$ cat src/rtl/quad_pkg.sv
package quad_pkg;

    typedef enum logic [1:0] {
        QM_OFF    = 2'b00,
        QM_B_EDGE = 2'b01,
        QM_A_EDGE = 2'b10,
        QM_BOTH   = 2'b11
    } qmode_e;

    typedef struct packed {
        logic en;
        logic up;
        logic err;
    } qstep_t;

    localparam qstep_t QSTEP_IDLE = '{en: 1'b0, up: 1'b0, err: 1'b0};

endpackage

$ cat src/rtl/quad_sync.sv
module quad_sync #(
    parameter int WIDTH  = 2,
    parameter int STAGES = 2
) (
    input  logic             clk_i,
    input  logic             rst_ni,
    input  logic [WIDTH-1:0] async_i,
    output logic [WIDTH-1:0] sync_o
);
    localparam int LAST = STAGES - 1;

    logic [STAGES-1:0][WIDTH-1:0] pipe_d, pipe_q;

    always_comb begin
        pipe_d[0] = async_i;
        for (int s = 1; s < STAGES; s++) begin
            pipe_d[s] = pipe_q[s-1];
        end
    end

    for (genvar g = 0; g < STAGES; g++) begin : g_stage
        always_ff @(posedge clk_i) begin
            if (!rst_ni) pipe_q[g] <= '0;
            else         pipe_q[g] <= pipe_d[g];
        end
    end

    assign sync_o = pipe_q[LAST];

endmodule

$ cat src/rtl/quad_edge_detect.sv
module quad_edge_detect #(
    parameter int WIDTH = 2
) (
    input  logic             clk_i,
    input  logic             rst_ni,
    input  logic [WIDTH-1:0] level_i,
    output logic [WIDTH-1:0] edge_o
);
    logic [WIDTH-1:0] prev_d, prev_q;

    always_comb begin
        prev_d = level_i;
    end

    always_ff @(posedge clk_i) begin
        if (!rst_ni) prev_q <= '0;
        else         prev_q <= prev_d;
    end

    for (genvar g = 0; g < WIDTH; g++) begin : g_edge
        assign edge_o[g] = level_i[g] ^ prev_q[g];
    end

endmodule

$ cat src/rtl/quad_qualify.sv
module quad_qualify
    import quad_pkg::*;
(
    input  logic   clk_i,
    input  logic   rst_ni,
    input  qmode_e mode_i,
    input  logic   lvl_a_i,
    input  logic   lvl_b_i,
    input  logic   edge_a_i,
    input  logic   edge_b_i,
    output qstep_t step_o
);
    qstep_t step_d, step_q;
    logic   use_a, use_b, both, dir_a, dir_b;

    always_comb begin
        use_a = 1'b0;
        use_b = 1'b0;
        unique case (mode_i)
            QM_B_EDGE: use_b = 1'b1;
            QM_A_EDGE: use_a = 1'b1;
            QM_BOTH: begin
                use_a = 1'b1;
                use_b = 1'b1;
            end
            default: ;
        endcase
        both   = edge_a_i & edge_b_i;
        dir_a  = lvl_a_i ^ lvl_b_i;
        dir_b  = ~(lvl_a_i ^ lvl_b_i);
        step_d = QSTEP_IDLE;
        step_d.err = both;
        step_d.en  = ~both & ((use_a & edge_a_i) | (use_b & edge_b_i));
        step_d.up  = step_d.en & (edge_a_i ? dir_a : dir_b);
    end

    always_ff @(posedge clk_i) begin
        if (!rst_ni) step_q <= QSTEP_IDLE;
        else         step_q <= step_d;
    end

    assign step_o = step_q;

    a_r6_no_count_on_error: assert property (@(posedge clk_i) disable iff (!rst_ni)
        step_q.err |-> !step_q.en);
    a_r6_error_needs_both: assert property (@(posedge clk_i) disable iff (!rst_ni)
        step_q.err |-> $past(edge_a_i && edge_b_i));
    a_r2_off_mode_silent: assert property (@(posedge clk_i) disable iff (!rst_ni)
        (mode_i == QM_OFF) |=> !step_q.en);
    a_r3_b_mode_needs_b: assert property (@(posedge clk_i) disable iff (!rst_ni)
        (mode_i == QM_B_EDGE && !edge_b_i) |=> !step_q.en);
    a_r4_a_mode_needs_a: assert property (@(posedge clk_i) disable iff (!rst_ni)
        (mode_i == QM_A_EDGE && !edge_a_i) |=> !step_q.en);
    a_r7_dir_only_with_strobe: assert property (@(posedge clk_i) disable iff (!rst_ni)
        step_q.up |-> step_q.en);

endmodule

$ cat src/rtl/quad_step_decoder.sv
module quad_step_decoder
    import quad_pkg::*;
#(
    parameter int SYNC_STAGES = 2
) (
    input  logic       clk_i,
    input  logic       rst_ni,
    input  logic [1:0] mode_i,
    input  logic       chan_a_i,
    input  logic       chan_b_i,
    output logic       cnt_en_o,
    output logic       cnt_up_o,
    output logic       bad_step_o
);
    localparam int NCH = 2;
    localparam int IA  = 0;
    localparam int IB  = 1;

    logic [NCH-1:0] lvl, edges;
    qstep_t         step;

    quad_sync #(.WIDTH(NCH), .STAGES(SYNC_STAGES)) u_sync (
        .clk_i   (clk_i),
        .rst_ni  (rst_ni),
        .async_i ({chan_b_i, chan_a_i}),
        .sync_o  (lvl)
    );

    quad_edge_detect #(.WIDTH(NCH)) u_edge (
        .clk_i   (clk_i),
        .rst_ni  (rst_ni),
        .level_i (lvl),
        .edge_o  (edges)
    );

    quad_qualify u_qual (
        .clk_i    (clk_i),
        .rst_ni   (rst_ni),
        .mode_i   (qmode_e'(mode_i)),
        .lvl_a_i  (lvl[IA]),
        .lvl_b_i  (lvl[IB]),
        .edge_a_i (edges[IA]),
        .edge_b_i (edges[IB]),
        .step_o   (step)
    );

    assign cnt_en_o   = step.en;
    assign cnt_up_o   = step.up;
    assign bad_step_o = step.err;

    a_r7_error_single_cycle: assert property (@(posedge clk_i) disable iff (!rst_ni)
        (bad_step_o && $past(rst_ni)) |=> !bad_step_o);
    a_r1_quiet_after_reset: assert property (@(posedge clk_i) disable iff (!rst_ni)
        !$past(rst_ni) |-> !(cnt_en_o || bad_step_o));

endmodule

$ cat config.mk
export PLATFORM = sky130hd
export DESIGN_NAME = quad_step_decoder
export DESIGN_NICKNAME = d
export VERILOG_FILES = /design/src/rtl/quad_pkg.sv /design/src/rtl/quad_sync.sv /design/src/rtl/quad_edge_detect.sv /design/src/rtl/quad_qualify.sv /design/src/rtl/quad_step_decoder.sv
export SDC_FILE = /design/constraint.sdc
export NUM_CORES = 1
export LEC_CHECK = 0
export BUFFER_PORTS_ARGS = -buffer_cell sky130_fd_sc_hd__clkbuf_2
export CELL_PAD_IN_SITES_DETAIL_PLACEMENT = 0
export CELL_PAD_IN_SITES_GLOBAL_PLACEMENT = 2
export CORE_AREA = 3 3 40 42
export DETAILED_ROUTE_END_ITERATION = 7
export DIE_AREA = 0 0 43 45
export PLACE_DENSITY = 0.72
export SYNTH_ARGS = -nofsm -noshare
export SYNTH_HDL_FRONTEND = slang
export SYNTH_SLANG_ARGS = --single-unit
$ cat constraint.sdc
create_clock -name clk_i -period 3 [get_ports clk_i]
set_input_delay 0.45 -clock clk_i [delete_from_list [all_inputs] [get_ports clk_i]]
set_output_delay 0.45 -clock clk_i [all_outputs]
set_load 0.01 [all_outputs]
==> summary.md <==
| Metric | Value |
|---|---|
| Layout cells sized above 1 | `0.359` |
| Multi-input gate area | `124 um2` |
| Status | `finished clean` |
| Vias in the first global route | `216` |
| Drt drc | `0` |
| Post-synth top area cell | `dfxtp_1` |
| Syn Nets | `33` |
| WP buf/inv | `1` |
| Crit path max-delay family | `flip-flops` |
| CTS sink count | `9` |
| Iter 0 DRT Violations | `3` |
| Ys Warns | `0` |
| Clk_skew | `0.00437 ns` |
| Met1 WL | `215 um` |
| Register-to-Register Setup Slack | `1.96 ns` |
| TNS Setup | `0 ns` |
| CP Data Required Time | `2.55 ns` |
| Drt first pass iters | `2` |
| Slew Limit Fails | `0` |
| Antenna diodes | `0` |
| Met2 Routed Length | `209 um` |
| RR Startpoint | `u_sync.sync_o[0]` |
| WS Path Type | `register to output port` |
| Post-DR vias/cell | `4.15` |
| Die area | `0.00194 mm2` |
| Final ANT Viol Nets | `0` |
| Row count | `13` |
| Mapped cell area | `304 um2` |
| Die Ht | `45 um` |
| CTS tree | `built` |
| Max clock buf depth | `2` |
| H-tree levels | `1` |
| Endpoints failing setup | `0` |
| Max Clk Rate | `875 MHz` |
| Via count | `224` |
| RSZ-0062 raised after global routing | `false` |
| P&R area growth vs syn | `28.4%` |
| Die width | `43 um` |
| Seq/Total Area, Yosys | `0.593` |
| CTS Root Cell | `clkbuf_4` |
| Yosys reg bits | `9` |
| Max Cap Viol | `0` |
| Routability cong. | `0.652` |
| Clk_lat worst skew | `0.26 ns` |
| Post-synth top area share | `0.593` |
| Main flop type after synthesis | `dfxtp_1` |
| Crit share post-route | `0.381` |
| Core ar. | `0.00128 mm2` |
| Pleak | `0.197 nW` |
| Pre-CTS worst setup slack | `1.94 ns` |
| Syn_area_per_cell | `11.3 um2` |
| Initial core utilization | `0.237` |
| Total power | `0.236 mW` |
| Worst path arrival time | `0.69 ns` |
| Critical Path Start | `u_qual.step_o[2]` |
| CTS buffer count | `3` |
| Fillers | `143` |
| DRT Wirelength | `498 um` |
| Critical Path Max Stage Delay | `0.31 ns` |
| Met3 wire length | `66 um` |
| Hold WC Path Type | `primary input to register` |
| # IOs | `9` |
| Initial antenna violation count | `0` |
| Max VDD drop | `0.000216 V` |
| Post-CTS Setup Inserts | `0` |
| All-Layer GR Usage | `0.0719` |
| Number of synthesized flops with an enable pin | `0` |
| Ys async rst share | `0` |
| Reg2reg end | `u_qual.step_o[2]` |
| Fin worst setup slack | `1.86 ns` |
| Slew @ Worst Pin | `0.253 ns` |
| Minimum clock period | `1.14 ns` |
| Grt ovf | `0` |
| Setup crit end | `cnt_en_o` |
| Pwr/cell area | `604 mW/mm2` |
| Port bufs | `8` |
| Nets | `46` |
| Cells on worst reg2reg path | `3` |
| Mapped Cells | `27` |
| Highest routed layer | `met4` |
| CP max FO | `1` |
| Largest net degree at the start of global routing | `11` |
| Startpoint types | `register` |
| Worst path slowest cell | `dfxtp_1` |
| Cts hold-fix bufs | `0` |
| CP Cell Sequence | `clkbuf_2` |
| Top post-synthesis cells by area | `dfxtp_1, and2_1, xor2_1, o211a_1, a31o_1` |
| Commonest cells post-synth | `dfxtp_1, and2_1, xor2_1` |
| CTS clk-pin slew, worst paths | `0.06 ns` |
| Avg WL per Cell | `9.22 um` |
| Slew Limit Headroom | `0.831` |
| Post-CTS Resized | `0` |
| Seq. cell area | `180 um2` |
| Most frequent cell after synthesis | `dfxtp_1` |
| Yosys cell types | `14` |
| First-pass GRT wire length | `945 um` |
| Critical path depth in cells | `1` |
| CP endpoint kind | `output port` |
| Final hold violations | `0` |
[placed cells by master (no fill, tap or decap), drive strengths merged]
cell and instances:
clkbuf 11, dfxtp 9, and2 6, xor2 2
and3 1, a22oi 1, o211a 1, a211oi 1
o21ai 1, nor2 1, nor2b 1, nand2 1
nor3b 1, a31o 1, clkinv 1
[layout make-up]
cell class | count | area share
Timing Repair Buffer | 8 | 0.103
Clock buffer | 3 | 0.0577
Clock inverter | 1 | 0.0128
Multi-Input combinational cell | 18 | 0.317
Sequential cell | 9 | 0.462
Tap cell | 15 | 0.0481
[cells by family after synthesis]
logic type | count (synthesis) | share of synthesized area
compound gates | 5 | 0.128
xor+xnor | 2 | 0.0576
flops | 9 | 0.593
simple gates | 11 | 0.222
[metrics by stage]
step | hold WS (ns) | util | cell area, um2 | instances
after floorplan | 0.412 | - | 304 | 27
after global placement | 0.416 | 0.282 | 363 | 50
after detailed placement | 0.418 | 0.282 | 363 | 50
after CTS | 0.380 | 0.304 | 390 | 54
after global routing | 0.382 | 0.304 | 390 | 54
final | 0.387 | 0.304 | 390 | 54
[flip-flops by register name (all words and copies together), names as in the netlist]
name	flops
u_edge.prev_q	2
u_qual.step_o	3
u_sync.sync_o	2
u_sync.pipe_d	2
[how the worst min path moves through the flow]
stage,startpoint,depth (start not counted),endpoint
after floorplan,u_sync.pipe_d[2],1,u_sync.sync_o[0]
after global placement,u_sync.pipe_d[3],1,u_sync.sync_o[1]
after detailed placement,u_sync.pipe_d[3],1,u_sync.sync_o[1]
after CTS,chan_a_i,2,u_sync.pipe_d[2]
after global routing,chan_a_i,2,u_sync.pipe_d[2]
final,chan_a_i,2,u_sync.pipe_d[2]
[where the power goes]
part	internal (mW)	leakage (nW)	switching [mW]
Combinational	0.00790	0.106	0.00687
Sequential	0.124	0.0737	0.00235
Clock	0.0493	0.0177	0.0452
Total	0.181	0.197	0.0544
[per-layer routing]
layer  vias to the layer above  track usage
met5                         -            0
met4                         0       0.0542
met3                         2       0.0637
met2                        11       0.0868
met1                        96       0.0780
li1                        115            -
(Power assumes the default switching activity.)
